--- config.mk ---
export PLATFORM = sky130hd
export DESIGN_NAME = cfgport_decoder
export DESIGN_NICKNAME = d
export VERILOG_FILES = /design/src/rtl/cfgport_pkg.sv /design/src/rtl/cfgport_addr_reg.sv /design/src/rtl/cfgport_lane_map.sv /design/src/rtl/cfgport_resp.sv /design/src/rtl/cfgport_decoder.sv
export SDC_FILE = /design/constraint.sdc
export NUM_CORES = 1
export LEC_CHECK = 0
export BUFFER_PORTS_ARGS = -buffer_cell sky130_fd_sc_hd__clkbuf_2
export CORE_MARGIN = 3
export CORE_UTILIZATION = 53
export CTS_CLUSTER_DIAMETER = 60
export DETAILED_ROUTE_END_ITERATION = 6
export GPL_TIMING_DRIVEN = 0
export PLACE_DENSITY = 0.86
export RECOVER_POWER = 50
export SETUP_SLACK_MARGIN = 0.1
export SLEW_MARGIN = 40
export SYNTH_ARGS = -nofsm -noshare
export SYNTH_HDL_FRONTEND = slang
export SYNTH_SLANG_ARGS = --single-unit
export TNS_END_PERCENT = 10
--- constraint.sdc ---
create_clock -name clk -period 4.8 [get_ports clk]
set_input_delay 0.72 -clock clk [delete_from_list [all_inputs] [get_ports clk]]
set_output_delay 0.72 -clock clk [all_outputs]
set_load 0.05 [all_outputs]
--- src/rtl/cfgport_pkg.sv ---
package cfgport_pkg;

  localparam int DW = 32;

  typedef struct packed {
    logic       en;
    logic [6:0] rsvd;
    logic [7:0] bus;
    logic [4:0] dev;
    logic [2:0] fn;
    logic [5:0] reg_idx;
    logic [1:0] low;
  } cfg_addr_t;

  // byte mask for a size code: 0 -> 1 byte, 1 -> 2 bytes, 2/3 -> 4 bytes
  function automatic logic [3:0] size_mask(logic [1:0] sz);
    case (sz)
      2'd0:    size_mask = 4'b0001;
      2'd1:    size_mask = 4'b0011;
      default: size_mask = 4'b1111;
    endcase
  endfunction

  function automatic logic [DW-1:0] ones_for(logic [1:0] sz);
    case (sz)
      2'd0:    ones_for = 32'h0000_00FF;
      2'd1:    ones_for = 32'h0000_FFFF;
      default: ones_for = 32'hFFFF_FFFF;
    endcase
  endfunction

endpackage

--- src/rtl/cfgport_addr_reg.sv ---
module cfgport_addr_reg
  import cfgport_pkg::*;
#(
  parameter int                PORT_W    = 16,
  parameter logic [PORT_W-1:0] ADDR_PORT = 16'hCF8
) (
  input  logic              clk,
  input  logic              rst_n,
  input  logic              io_req,
  input  logic              io_we,
  input  logic [PORT_W-1:0] io_port,
  input  logic [1:0]        io_size,
  input  logic [DW-1:0]     io_wdata,
  output cfg_addr_t         addr_q,
  output logic              port_hit,
  output logic              full_width
);

  cfg_addr_t addr_d;
  logic      load_en;

  assign port_hit   = (io_port == ADDR_PORT);
  assign full_width = io_size[1];
  assign load_en    = io_req && io_we && port_hit && full_width;

  always_comb begin
    addr_d = addr_q;
    if (load_en) addr_d = cfg_addr_t'(io_wdata);
  end

  always_ff @(posedge clk or negedge rst_n) begin
    if (!rst_n) addr_q <= '0;
    else        addr_q <= addr_d;
  end

  AST_ADDR_HOLD: assert property (@(posedge clk) disable iff (!rst_n)
    !(io_req && io_we && (io_port == ADDR_PORT) && io_size[1]) |=> $stable(addr_q));

endmodule

--- src/rtl/cfgport_lane_map.sv ---
module cfgport_lane_map
  import cfgport_pkg::*;
(
  input  logic [1:0]    offset,
  input  logic [1:0]    io_size,
  input  logic [DW-1:0] wdata_in,
  input  logic [DW-1:0] rdata_in,
  output logic [3:0]    be,
  output logic          crosses,
  output logic [DW-1:0] wdata_lane,
  output logic [DW-1:0] rdata_align
);

  logic [7:0] spread;

  always_comb begin
    spread      = {4'b0000, size_mask(io_size)} << offset;
    be          = spread[3:0];
    crosses     = |spread[7:4];
    wdata_lane  = wdata_in << {offset, 3'b000};
    rdata_align = (rdata_in >> {offset, 3'b000}) & ones_for(io_size);
  end

endmodule

--- src/rtl/cfgport_resp.sv ---
module cfgport_resp
  import cfgport_pkg::*;
(
  input  logic          clk,
  input  logic          rst_n,
  input  logic          io_req,
  input  logic          claimed_d,
  input  logic [DW-1:0] rdata_d,
  output logic          io_ack,
  output logic          io_claimed,
  output logic [DW-1:0] io_rdata
);

  logic          ack_n;
  logic          claimed_n;
  logic [DW-1:0] rdata_n;

  always_comb begin
    ack_n     = io_req;
    claimed_n = io_claimed;
    rdata_n   = io_rdata;
    if (io_req) begin
      claimed_n = claimed_d;
      rdata_n   = rdata_d;
    end
  end

  always_ff @(posedge clk or negedge rst_n) begin
    if (!rst_n) begin
      io_ack     <= 1'b0;
      io_claimed <= 1'b0;
      io_rdata   <= '0;
    end else begin
      io_ack     <= ack_n;
      io_claimed <= claimed_n;
      io_rdata   <= rdata_n;
    end
  end

  AST_ACK_NEXT: assert property (@(posedge clk) disable iff (!rst_n)
    io_req |=> io_ack);
  AST_NO_SPURIOUS_ACK: assert property (@(posedge clk) disable iff (!rst_n)
    !io_req |=> !io_ack);

endmodule

--- src/rtl/cfgport_decoder.sv ---
module cfgport_decoder
  import cfgport_pkg::*;
#(
  parameter int                PORT_W     = 16,
  parameter logic [PORT_W-1:0] ADDR_PORT  = 16'hCF8,
  parameter logic [PORT_W-1:0] DATA_PORT  = 16'hCFC,
  parameter int                SLOT_COUNT = 64
) (
  input  logic              clk,
  input  logic              rst_n,
  input  logic              io_req,
  input  logic              io_we,
  input  logic [PORT_W-1:0] io_port,
  input  logic [1:0]        io_size,
  input  logic [DW-1:0]     io_wdata,
  output logic              io_ack,
  output logic              io_claimed,
  output logic [DW-1:0]     io_rdata,
  output logic              cfg_req,
  output logic              cfg_we,
  output logic [4:0]        cfg_dev,
  output logic [2:0]        cfg_fn,
  output logic [5:0]        cfg_reg,
  output logic [3:0]        cfg_be,
  output logic [DW-1:0]     cfg_wdata,
  input  logic              cfg_hit,
  input  logic [DW-1:0]     cfg_rdata
);

  localparam int SLOT_IDX_W = 8;

  // reset: asserted asynchronously, released on a clock edge
  logic [1:0] rst_pipe;
  logic       rst_sync_n;

  always_ff @(posedge clk or negedge rst_n) begin
    if (!rst_n) rst_pipe <= 2'b00;
    else        rst_pipe <= {rst_pipe[0], 1'b1};
  end
  assign rst_sync_n = rst_pipe[1];

  cfg_addr_t addr_q;
  logic      addr_port_hit;
  logic      addr_full;

  cfgport_addr_reg #(
    .PORT_W    (PORT_W),
    .ADDR_PORT (ADDR_PORT)
  ) u_addr (
    .clk        (clk),
    .rst_n      (rst_sync_n),
    .io_req     (io_req),
    .io_we      (io_we),
    .io_port    (io_port),
    .io_size    (io_size),
    .io_wdata   (io_wdata),
    .addr_q     (addr_q),
    .port_hit   (addr_port_hit),
    .full_width (addr_full)
  );

  logic          crosses;
  logic [DW-1:0] rdata_align;

  cfgport_lane_map u_lanes (
    .offset      (io_port[1:0]),
    .io_size     (io_size),
    .wdata_in    (io_wdata),
    .rdata_in    (cfg_rdata),
    .be          (cfg_be),
    .crosses     (crosses),
    .wdata_lane  (cfg_wdata),
    .rdata_align (rdata_align)
  );

  logic                  data_port_hit;
  logic [SLOT_IDX_W-1:0] slot_idx;
  logic                  slot_ok;
  logic                  path_ok;
  logic                  claimed_d;
  logic [DW-1:0]         rdata_d;

  assign data_port_hit = (io_port[PORT_W-1:2] == DATA_PORT[PORT_W-1:2]);
  assign slot_idx      = {addr_q.dev, addr_q.fn};
  assign slot_ok       = (int'(slot_idx) < SLOT_COUNT);
  assign path_ok       = addr_q.en && (addr_q.low == 2'b00) &&
                         (addr_q.bus == 8'h00) && slot_ok && !crosses;

  assign cfg_req = io_req && data_port_hit && path_ok;
  assign cfg_we  = io_we;
  assign cfg_dev = addr_q.dev;
  assign cfg_fn  = addr_q.fn;
  assign cfg_reg = addr_q.reg_idx;

  always_comb begin
    claimed_d = 1'b0;
    rdata_d   = ones_for(io_size);
    if (addr_port_hit) begin
      claimed_d = addr_full;
      if (addr_full) rdata_d = DW'(addr_q);
    end else if (data_port_hit) begin
      claimed_d = addr_q.en;
      if (path_ok && cfg_hit) rdata_d = rdata_align;
    end
  end

  cfgport_resp u_resp (
    .clk        (clk),
    .rst_n      (rst_sync_n),
    .io_req     (io_req),
    .claimed_d  (claimed_d),
    .rdata_d    (rdata_d),
    .io_ack     (io_ack),
    .io_claimed (io_claimed),
    .io_rdata   (io_rdata)
  );

  AST_UNCLAIMED_ONES: assert property (@(posedge clk) disable iff (!rst_sync_n)
    (io_req && !io_we && !data_port_hit && !(addr_port_hit && addr_full))
      |=> (!io_claimed && io_rdata == ones_for($past(io_size))));
  AST_DISABLED_NO_REQ: assert property (@(posedge clk) disable iff (!rst_sync_n)
    cfg_req |-> (addr_q.en && addr_q.bus == 8'h00));
  AST_SLOT_RANGE: assert property (@(posedge clk) disable iff (!rst_sync_n)
    cfg_req |-> (int'({cfg_dev, cfg_fn}) < SLOT_COUNT));
  AST_BE_MATCH: assert property (@(posedge clk) disable iff (!rst_sync_n)
    cfg_req |-> ($countones(cfg_be) == $countones(size_mask(io_size))));

endmodule

**Yosys cells after proc, flatten, opt, wreduce, memory -nomap -nowiden**

Index checks and enable logic that the tools add are counted.

- Mux-type cells: 8
- Equal/unequal tests: 3
- Bitwise operators: 1
- $lt $le $gt $ge: 1
- Reductions and logical operators: 15
- Shift-type cells: 3

Operators by type and width:

| cell | count |
|---|---|
| two-way mux 32 bit | 4 |
| one-hot mux 32 bit (2 select lines) | 1 |
| AND 32 bit | 1 |
| left shift 32 x 5 -> 32 bit | 1 |
| right shift 32 x 5 -> 32 bit | 1 |
| == test 16 x 12 -> 1 bit, second input constant | 1 |
| == test 14 x 10 -> 1 bit, second input constant | 1 |
| logical AND 1 bit | 10 |
| logical NOT 8 bit | 1 |
| less-than comparator 8 x 7 -> 1 bit, second input constant | 1 |
| one-hot mux 4 bit (2 select lines) | 1 |
| left shift 4 x 2 -> 8 bit | 1 |
| logical NOT 2 bit | 2 |
| OR reduction 4 bit | 1 |
| == test 2 x 1 -> 1 bit, second input constant | 1 |
| two-way mux 1 bit | 2 |
| logical NOT 1 bit | 1 |

- Register bits after elaboration: 68
- Output and inout bits: 86
- Input port bits: 87
- Logic and storage cells: 42

**Longest topological paths before layout**

Gate-level depths: netlist (run 1).

- Depth in word-level cells: 10
- Depth in mapped cells: 7
- Mapped depth without buffers: 4

**Cells and area by module**

A second synthesis (run 1) with hierarchy kept.

- Cells, all modules: 406
- Area, all modules: 4840.9 um^2

By module, submodules not included:

| module | sequential area each (um^2) | cells an instance | area an instance (um^2) | instances |
|---|---|---|---|---|
| cfgport_addr_reg | 800.8 | 75 | 1415.1 | 1 |
| cfgport_resp | 850.8 | 71 | 1406.3 | 1 |
| cfgport_lane_map | 0.0 | 168 | 1248.7 | 1 |
| cfgport_decoder | 50.0 | 92 | 770.7 | 1 |

**Worst setup path before layout (run 1)**

No wires, ideal clock.

- Kind: input to output
- From: input io_port[13]
- To: output cfg_req
- Cell stages on the path: 5
- Buffers on the path: 2
- Slack: 526 ps
- Arrival: 3554 ps
- Data required time: 4080 ps
- Cell sequence: or4_4 -> or4_4 -> buf_6 -> buf_2 -> nor4_1

- Cells in the longest elaborated chain, start to end: 3

RTL lines:

| what | RTL line | RTL |
|---|---|---|
| start: declaration | cfgport_decoder.sv:13 | `input logic [PORT_W-1:0] io_port,` |
| == test 14 x 10 -> 1 bit | cfgport_decoder.sv:83 | `assign data_port_hit = (io_port[PORT_W-1:2] == DATA_PORT[PORT_W-1:2]);` |
| logical AND 1 bit (2 in a row) | cfgport_decoder.sv:89 | `assign cfg_req = io_req && data_port_hit && path_ok;` |
| end: declaration | cfgport_decoder.sv:19 | `output logic cfg_req,` |

No other way between the ends.

**Worst setup path in the final report (run 1)**

- From: input io_port[0]
- To: output cfg_wdata[31]

- Cells in the longest elaborated chain, start to end: 1

RTL lines:

| what | RTL line | RTL |
|---|---|---|
| left shift 32 x 5 -> 32 bit | cfgport_lane_map.sv:20 | `wdata_lane = wdata_in << {offset, 3'b000};` |
| end: declaration | cfgport_decoder.sv:25 | `output logic [DW-1:0] cfg_wdata,` |

No other way between the ends.

==> results of run 1 <==
==> cell usage after synthesis (3+ instances only) <==
| master | instances | area (µm²) |
|---|---|---|
| dfrtp_1 | 68 | 1700 |
| o21ai_0 | 52 | 260 |
| clkbuf_1 | 35 | 131 |
| mux2i_1 | 33 | 330 |
| nand2_1 | 31 | 116 |
| mux2_1 | 30 | 338 |
| nor4_1 | 27 | 169 |
| a32oi_1 | 17 | 149 |
| buf_4 | 16 | 120 |
| inv_1 | 16 | 60.1 |
| a21oi_1 | 11 | 55.1 |
| nor2_1 | 11 | 41.3 |
| nor2b_1 | 11 | 68.8 |
| a211oi_1 | 10 | 75.1 |
| a31oi_1 | 10 | 62.6 |
| mux2_2 | 10 | 113 |
| and2_1 | 9 | 56.3 |
| nand3b_1 | 9 | 67.6 |
| nand4_1 | 8 | 50.1 |
| o211ai_1 | 8 | 60.1 |
| o32ai_1 | 8 | 70.1 |
| o221ai_1 | 6 | 52.6 |
| buf_1 | 5 | 18.8 |
| buf_6 | 5 | 56.3 |
| nand2b_1 | 3 | 18.8 |
| nand3_1 | 3 | 15.0 |
| nor3_1 | 3 | 15.0 |
==> critical path: stages <==
cell and delay, ns:
clkbuf_1 0.35, buf_1 0.52, buf_1 0.60, clkbuf_1 0.47
a211oi_1 0.14, a21oi_1 0.19, clkbuf_2 0.31
==> final timing paths <==
path	startpoint	end	slack [ns]	depth (start not counted)
max	io_port[0]	cfg_wdata[31]	0.75	7
min	rst_n	rst_pipe[1]$_DFF_PN0_	0.13	1
max reg2reg	rst_pipe[1]$_DFF_PN0_	u_resp.io_ack$_DFF_PN0_	2.11	1
min reg2reg	rst_pipe[0]$_DFF_PN0_	rst_pipe[1]$_DFF_PN0_	0.37	0
max in group asynchronous	rst_pipe[1]$_DFF_PN0_	u_resp.io_ack$_DFF_PN0_	2.11	1
min in group clk	rst_pipe[0]$_DFF_PN0_	rst_pipe[1]$_DFF_PN0_	0.37	0
==> layout make-up <==
cell class                 instances  area [µm²]  share of cell area
multi-input combinational        325        2330               0.419
sequential                        68        1700               0.306
timing repair buffer             172         807               0.145
buffer                            63         337              0.0605
tap                              102         128              0.0229
clock buffer                       9         124              0.0223
clock inverter                     7        80.1              0.0144
inverter                          16        60.1              0.0108
==> sequential cells by signal (all words and copies together), names as in the netlist <==
register / count
rst_pipe: 2
u_resp.io_rdata: 32
u_resp.io_claimed: 1
u_addr.addr_q: 32
u_resp.io_ack: 1
==> kinds of logic (layout without fill, tap and decap cells) <==
family                 after synthesis  after routing  share of synthesized area
buffers and inverters               79            267                     0.0896
flip-flops                          68             68                      0.384
other                                1              1                   0.000847
AND/OR/NAND/NOR                    127            127                      0.168
AO/OA/AOI/OAI                      124            124                      0.181
multiplexers                        73             73                      0.176
==> metrics by stage <==
step / power [W] / cell area (µm²)
2_1_floorplan: 0.000888 / 4430
3_3_place_gp: 0.00102 / 5410
3_5_place_dp: 0.00102 / 5440
4_1_cts: 0.00151 / 5640
5_1_grt: 0.00156 / 5570
6_report: 0.00150 / 5570
==> power by group through the flow <==
stage / clock, W / sequential (W) / combinational, W
3_5_place_dp: 0 / 0.000624 / 0.000400
6_report: 0.000493 / 0.000612 / 0.000398
2_1_floorplan: 0 / 0.000690 / 0.000198
4_1_cts: 0.000493 / 0.000612 / 0.000402
5_1_grt: 0.000524 / 0.000615 / 0.000422
3_3_place_gp: 0 / 0.000627 / 0.000390
==> metal layers <==
metal  vias up  GRT usage
li1       2122          -
met1      2227      0.417
met2       259      0.499
met3        36     0.0682
met4         0     0.0916
met5         -          0
==> out/metrics.csv, run 1 <==
metric,value,unit
drt_iter0_drc,313,
place_hpwl,11.8,mm
status,"complete, but fails checks",
fin_nets,742,
intPower,0.000943,W
crit_type,input port to primary output,
wl_met1,5.89,mm
final_core_util,0.702,
synth.net_count,559,
slew_viol_final,40,
synth_edf_count,0,
synth-seq-cells,68,
placedCellCount,746,
critPathCaptureType,primary output,
min_path_type,input port to asynchronous set/reset pin,
finalHoldViolCount,0,
clockRootBuffer,clkbuf_8,
setup_violations,0,
cts_htree_levels,3,
cts_buffers,9,
cts.clk_slew.worst_paths,0.09,ns
routedWlPerCell,19.4,µm
grt_pass1_wl,23.3,mm
n_fill_cell,667,
p_sw,0.000560,W
powerDensity,270,nW/µm²
synth_cells,472,
die_y,97.4,µm
drt_first_pass_iters,5,
wl_met2,7.08,mm
max-slew-margin-rel,-0.0324,
clk_latency,0.35,ns
async_flop_share,1.00,
gr-total-overflow,0,
rsz0062_at_grt,no,
post-cts-setup-buffer-count,0,
grt_pass1_vias,4476,
min_period,4.05,ns
mostFrequentLayoutCell,clkbuf_2,
cts_resized,0,
final_antenna_net_count,0,
vias,4644,
antenna_found_initial,0,
p_leak,2.61,nW
pin_count,173,
setup_ws,0.754,ns
area_delta_synth_final,25.7,%
skew,0.0148,ns
combPwrFrac,0.265,
crit_path_start_kind,input port,
start_util,0.559,
cts_tree,yes,
clock.fmax,247,MHz
drc,0,
ys.flop_type,dfrtp_1,
final_cells,762,
holdWs,0.133,ns
routed-wl-met3,1.41,mm
irDropWorstVdd,0.251,mV
pre_cts_slack,0.843,ns
viasPerCell,6.09,
seqPwrFrac,0.407,
top_layer,met4,
syn_avg_cell_area,9.38,µm²
pwr-share-clk,0.328,
cts_buffer_depth,2,
ys_seq_area_frac,0.384,
period_share,0.843,
io_buffers,171,
drive_gt1_frac,0.279,
track_usage,0.309,
most-common-layout-cells,"clkbuf_2, clkbuf_1, dfrtp_1",
core-area,7930,µm²
cp.arrival,3.33,ns
gp_congestion,0.920,
switching_share,0.372,
num_rows,32,
ys_types,40,
violations,"capacitance limit, slew limit",
worst_pin_slew,1.55,ns
die_area,9490,µm²
cts_hold_buffers,0,
syn_area,4430,µm²
grt_max_degree,40,
cp_data_required_time,4.08,ns
num_antenna_cells,0,
clkSinkCount,68,
yosysWarnings,0,
maxCapViolations,1,
setup_tns,0,ns
wirelength,14.8,mm
critPathMaxFanout,10,
die_w,97.4,µm
No activity file was read; power rests on OpenSTA's default activity.
==> run 2, diff against run 1 <==
--- a/config.mk
+++ b/config.mk
@@ -7,11 +7,11 @@
 export LEC_CHECK = 0
 export BUFFER_PORTS_ARGS = -buffer_cell sky130_fd_sc_hd__clkbuf_2
 export CORE_MARGIN = 3
-export CORE_UTILIZATION = 53
+export CORE_UTILIZATION = 45
 export CTS_CLUSTER_DIAMETER = 60
 export DETAILED_ROUTE_END_ITERATION = 6
 export GPL_TIMING_DRIVEN = 0
-export PLACE_DENSITY = 0.86
+export PLACE_DENSITY = 0.78
 export RECOVER_POWER = 50
 export SETUP_SLACK_MARGIN = 0.1
 export SLEW_MARGIN = 40
==> constraint.sdc (replaced) <==
create_clock -name clk -period 3.55 [get_ports clk]
set_input_delay 0.5325 -clock clk [delete_from_list [all_inputs] [get_ports clk]]
set_output_delay 0.5325 -clock clk [all_outputs]
set_load 0.05 [all_outputs]
==> out/metrics.csv, run 2 (synthesis gave the netlist of run 1 again) <==
metric,value,unit
status,"complete, but fails checks",
violations,"capacitance limit, slew limit",
clkSinkCount,68,
io_buffers,171,
crit_path_start_kind,input port,
die_w,105,µm
routed-wl-met3,1.17,mm
cp.arrival,2.74,ns
total_power,0.00201,W
drt_first_pass_iters,5,
setup_violations,0,
n_fill_cell,884,
post-cts-setup-buffer-count,0,
r2r-end,u_addr.addr_q[13]$_DFFE_PN0P_,
worst_pin_slew,1.88,ns
powerDensity,358,nW/µm²
die_y,105,µm
clockRootBuffer,clkbuf_8,
cts_tree,yes,
crit_type,input port to primary output,
antenna_found_initial,0,
hold_path_depth,1,
clock.fmax,305,MHz
reg.largest.list,"u_addr.addr_q (32), u_resp.io_rdata (32), rst_pipe (2)",
core-area,9420,µm²
crit_chain,clkbuf_1 > clkbuf_1 > buf_1 > mux2i_1 > o21ai_0 > clkbuf_2,
rsz0062_at_grt,no,
fin_nets,743,
clk_latency,0.36,ns
cp_common_cell,clkbuf_1,
timing.critical_path.buf_inv,4,
drc,0,
most-common-layout-cells,"clkbuf_2, clkbuf_1, dfrtp_1",
cts_buffers,9,
period_share,0.922,
viasPerCell,5.81,
max-slew-margin-rel,-0.251,
die_area,11100,µm²
drive_gt1_frac,0.281,
gp_congestion,0.924,
grt_pass1_vias,4499,
top_layer,met4,
r2r_slack,0.74,ns
skew,0.0120,ns
gr-total-overflow,0,
reg2reg_depth,1,
drt_iter0_drc,343,
finalHoldViolCount,0,
maxCapViolations,1,
cts_buffer_depth,2,
pin_count,173,
irDropWorstVdd,0.230,mV
vias,4591,
cts.clk_slew.worst_paths,0.08,ns
cts_htree_levels,3,
track_usage,0.279,
place_hpwl,12.5,mm
area_delta_synth_final,26.8,%
p_leak,2.64,nW
cp_data_required_time,3.02,ns
start_util,0.470,
setup_tns,0,ns
r2r_start,rst_pipe[1]$_DFF_PN0_,
cp_top_family,buffers and inverters,
grt_pass1_wl,24.1,mm
grt_max_degree,43,
mostFrequentLayoutCell,clkbuf_2,
final_antenna_net_count,0,
wl_met1,6.36,mm
num_antenna_cells,0,
critPathCaptureType,primary output,
cpPeakStageDelay,0.63,ns
min_period,3.27,ns
min_from,io_req,
hold-path-endpoint,u_resp.io_ack$_DFF_PN0_,
routedWlPerCell,19.7,µm
num_rows,35,
cp_slowest_cell,buf_1,
critPathMaxFanout,10,
slew_viol_final,43,
min_path_type,input port to flip-flop,
wirelength,15.5,mm
wl_met2,7.74,mm
[run 2: cell types whose count changed in the layout (fill, tap and decap cells not counted), sizes merged]
cell          change
buf               -1
dlygate4sd3       +1
clkinvlp          -1
dlymetal6s4s      +1
inv               -3
clkbuf            +1
clkinv            +3
[run 2: layout make-up]
type | count | area (µm²) | area share
multi-input cells | 325 | 2340 | 0.416
flip-flops and latches | 68 | 1700 | 0.303
repair buffers | 173 | 826 | 0.147
plain buffers | 63 | 339 | 0.0604
well taps | 129 | 161 | 0.0287
clock buffers | 10 | 128 | 0.0227
clock inverters | 6 | 65.1 | 0.0116
inverters | 16 | 60.1 | 0.0107
[run 2: worst max path at each step]
stage                startpoint       endpoint  slack [ns]  cells after the start
global route         io_port[0]  cfg_wdata[21]        0.13                      6
floorplan           io_port[13]        cfg_req        0.25                      5
global placement     io_port[0]  cfg_wdata[28]        0.03                      7
detailed placement   io_port[0]  cfg_wdata[30]       0.001                      7
finish               io_port[0]  cfg_wdata[22]        0.28                      6
CTS                  io_port[0]  cfg_wdata[30]        0.24                      7
[run 2: what timing repair did]
action,in CTS,in global routing
gates resized for setup,1,1
hold endpoints to repair,2,0
hold buffers,1,0
endpoints found under the setup margin,9,9
[run 2: power by group]
part           total (W)  switching [W]  internal, W
Clock           0.000641       0.000315     0.000326
Sequential      0.000825      0.0000240     0.000801
Combinational   0.000545       0.000404     0.000142
[run 2: routing by layer]
layer,global-route usage,vias up
li1,-,2121
met1,0.367,2232
met2,0.470,213
met3,0.0476,25
met4,0.0797,0
met5,0,-
[run 2: metrics by stage]
step	cells	utilization	setup WS (ns)	instance area (µm²)	hold WS, ns
after floorplan	472	-	0.246	4430	0.237
after global placement	772	0.579	0.0288	5450	0.320
after detailed placement	773	0.582	0.00123	5480	0.245
after CTS	790	0.603	0.242	5680	0.252
after global routing	790	0.597	0.133	5620	0.346
final	790	0.597	0.276	5620	0.341
==> run 3, diff against run 2 <==
--- a/config.mk
+++ b/config.mk
@@ -11,7 +11,7 @@
 export CTS_CLUSTER_DIAMETER = 60
 export DETAILED_ROUTE_END_ITERATION = 6
 export GPL_TIMING_DRIVEN = 0
-export PLACE_DENSITY = 0.78
+export PLACE_DENSITY = 0.76
 export RECOVER_POWER = 50
 export SETUP_SLACK_MARGIN = 0.1
 export SLEW_MARGIN = 40
==> out/metrics.csv, run 3 (synthesis gave the netlist of run 1 again) <==
metric,value,unit
die_area,11100,µm²
cts_tree,yes,
routedWlPerCell,19.6,µm
irDropWorstVdd,0.272,mV
core-area,9420,µm²
viasPerCell,5.79,
clockRootBuffer,clkbuf_8,
drt_iter0_drc,265,
vias,4566,
finalHoldViolCount,0,
critPathMaxFanout,10,
grt_pass1_wl,23.8,mm
pin_count,173,
die_y,105,µm
gr-total-overflow,0,
crit_path_start_kind,input port,
status,"complete, but fails checks",
slew_viol_final,41,
start_util,0.470,
max-slew-margin-rel,-0.0687,
grt_max_degree,41,
fin_nets,742,
rsz0062_at_grt,no,
violations,"capacitance limit, slew limit",
cts_buffer_depth,2,
min_period,3.24,ns
setup_violations,0,
mostFrequentLayoutCell,clkbuf_2,
drt_first_pass_iters,5,
final_antenna_net_count,0,
worst_pin_slew,1.60,ns
cts_buffers,9,
area_delta_synth_final,26.2,%
cp.arrival,2.71,ns
num_antenna_cells,0,
cp_common_cell,clkbuf_1,
intPower,0.00121,W
io_buffers,171,
most-common-layout-cells,"clkbuf_2, clkbuf_1, dfrtp_1",
gp_congestion,0.915,
pwr-share-clk,0.300,
cpPeakStageDelay,0.64,ns
maxCapViolations,1,
period_share,0.913,
die_w,105,µm
reg2reg_depth,1,
crit_chain,clkbuf_1 > clkbuf_1 > buf_1 > mux2i_1 > o21ai_0 > clkbuf_2,
critPathCaptureType,primary output,
setup_tns,0,ns
skew,0.00972,ns
cts_htree_levels,3,
grt_pass1_vias,4452,
reg.largest.list,"u_addr.addr_q (32), u_resp.io_rdata (32), rst_pipe (2)",
num_rows,35,
clk_latency,0.36,ns
p_sw,0.000743,W
clock.fmax,309,MHz
cts.clk_slew.worst_paths,0.08,ns
antenna_found_initial,0,
wirelength,15.4,mm
switching_share,0.380,
cp_data_required_time,3.02,ns
drc,0,
place_hpwl,12.4,mm
post-cts-setup-buffer-count,0,
min_path_type,input port to flip-flop,
track_usage,0.274,
combPwrFrac,0.276,
drive_gt1_frac,0.282,
crit_type,input port to primary output,
powerDensity,350,nW/µm²
p_leak,2.61,nW
cp_slowest_cell,buf_1,
clkSinkCount,68,
seqPwrFrac,0.424,
hold_path_depth,1,
holdWs,0.334,ns
==> run 3: cell type report <==
| cell class | count | area [µm²] |
|---|---|---|
| fill | 858 | 3830 |
| clock buffer | 10 | 138 |
| inverter | 16 | 60.1 |
| timing repair buffer | 173 | 817 |
| sequential | 68 | 1700 |
| buffer | 62 | 334 |
| clock inverter | 6 | 38.8 |
| tap | 129 | 161 |
| multi-input combinational | 325 | 2340 |
==> run 3: worst max-delay path: cells and delay by family <==
kind	cells	cell delay, ns
buffers and inverters	4	1.70
AOI/OAI and AO/OA	1	0.27
muxes	1	0.20
==> run 3: worst paths after layout <==
path                                             from                             to  slack [ns]
worst min-delay path                           io_req        u_resp.io_ack$_DFF_PN0_        0.33
max in group asynchronous       rst_pipe[1]$_DFF_PN0_  u_addr.addr_q[10]$_DFFE_PN0P_        0.83
worst max-delay path                       io_port[0]                  cfg_wdata[20]        0.31
min in group asynchronous                       rst_n          rst_pipe[1]$_DFF_PN0_        0.49
worst min register to register  rst_pipe[0]$_DFF_PN0_          rst_pipe[1]$_DFF_PN0_        0.36
worst max register to register  rst_pipe[1]$_DFF_PN0_  u_addr.addr_q[10]$_DFFE_PN0P_        0.83
==> run 3: per-layer routing <==
layer  track usage  routed length, µm
met4        0.0834                348
met5             0                  0
met2         0.450               7650
met1         0.372               6570
met3        0.0445                885
==> run 3: timing repair <==
action	4_1_cts	5_1_grt
hold endpoints to repair	2	0
gates resized for setup	1	0
hold buffers	1	0
setup endpoints to repair	7	3
==> run 3: metrics by stage <==
step / power (W) / util / std cells / setup WS, ns / area, µm²
2_1_floorplan: 0.00120 / - / 472 / 0.246 / 4430
3_3_place_gp: 0.00138 / 0.579 / 772 / 0.0918 / 5450
3_5_place_dp: 0.00139 / 0.582 / 773 / 0.0518 / 5480
4_1_cts: 0.00197 / 0.601 / 790 / 0.276 / 5660
5_1_grt: 0.00203 / 0.593 / 789 / 0.103 / 5590
6_report: 0.00196 / 0.593 / 789 / 0.310 / 5590
==> run 3: power groups by stage <==
stage          registers [W]  logic [W]  clock network (W)
2_1_floorplan       0.000932   0.000268                  0
3_3_place_gp        0.000848   0.000532                  0
3_5_place_dp        0.000845   0.000544                  0
4_1_cts             0.000829   0.000547           0.000589
5_1_grt             0.000833   0.000573           0.000624
6_report            0.000829   0.000539           0.000587
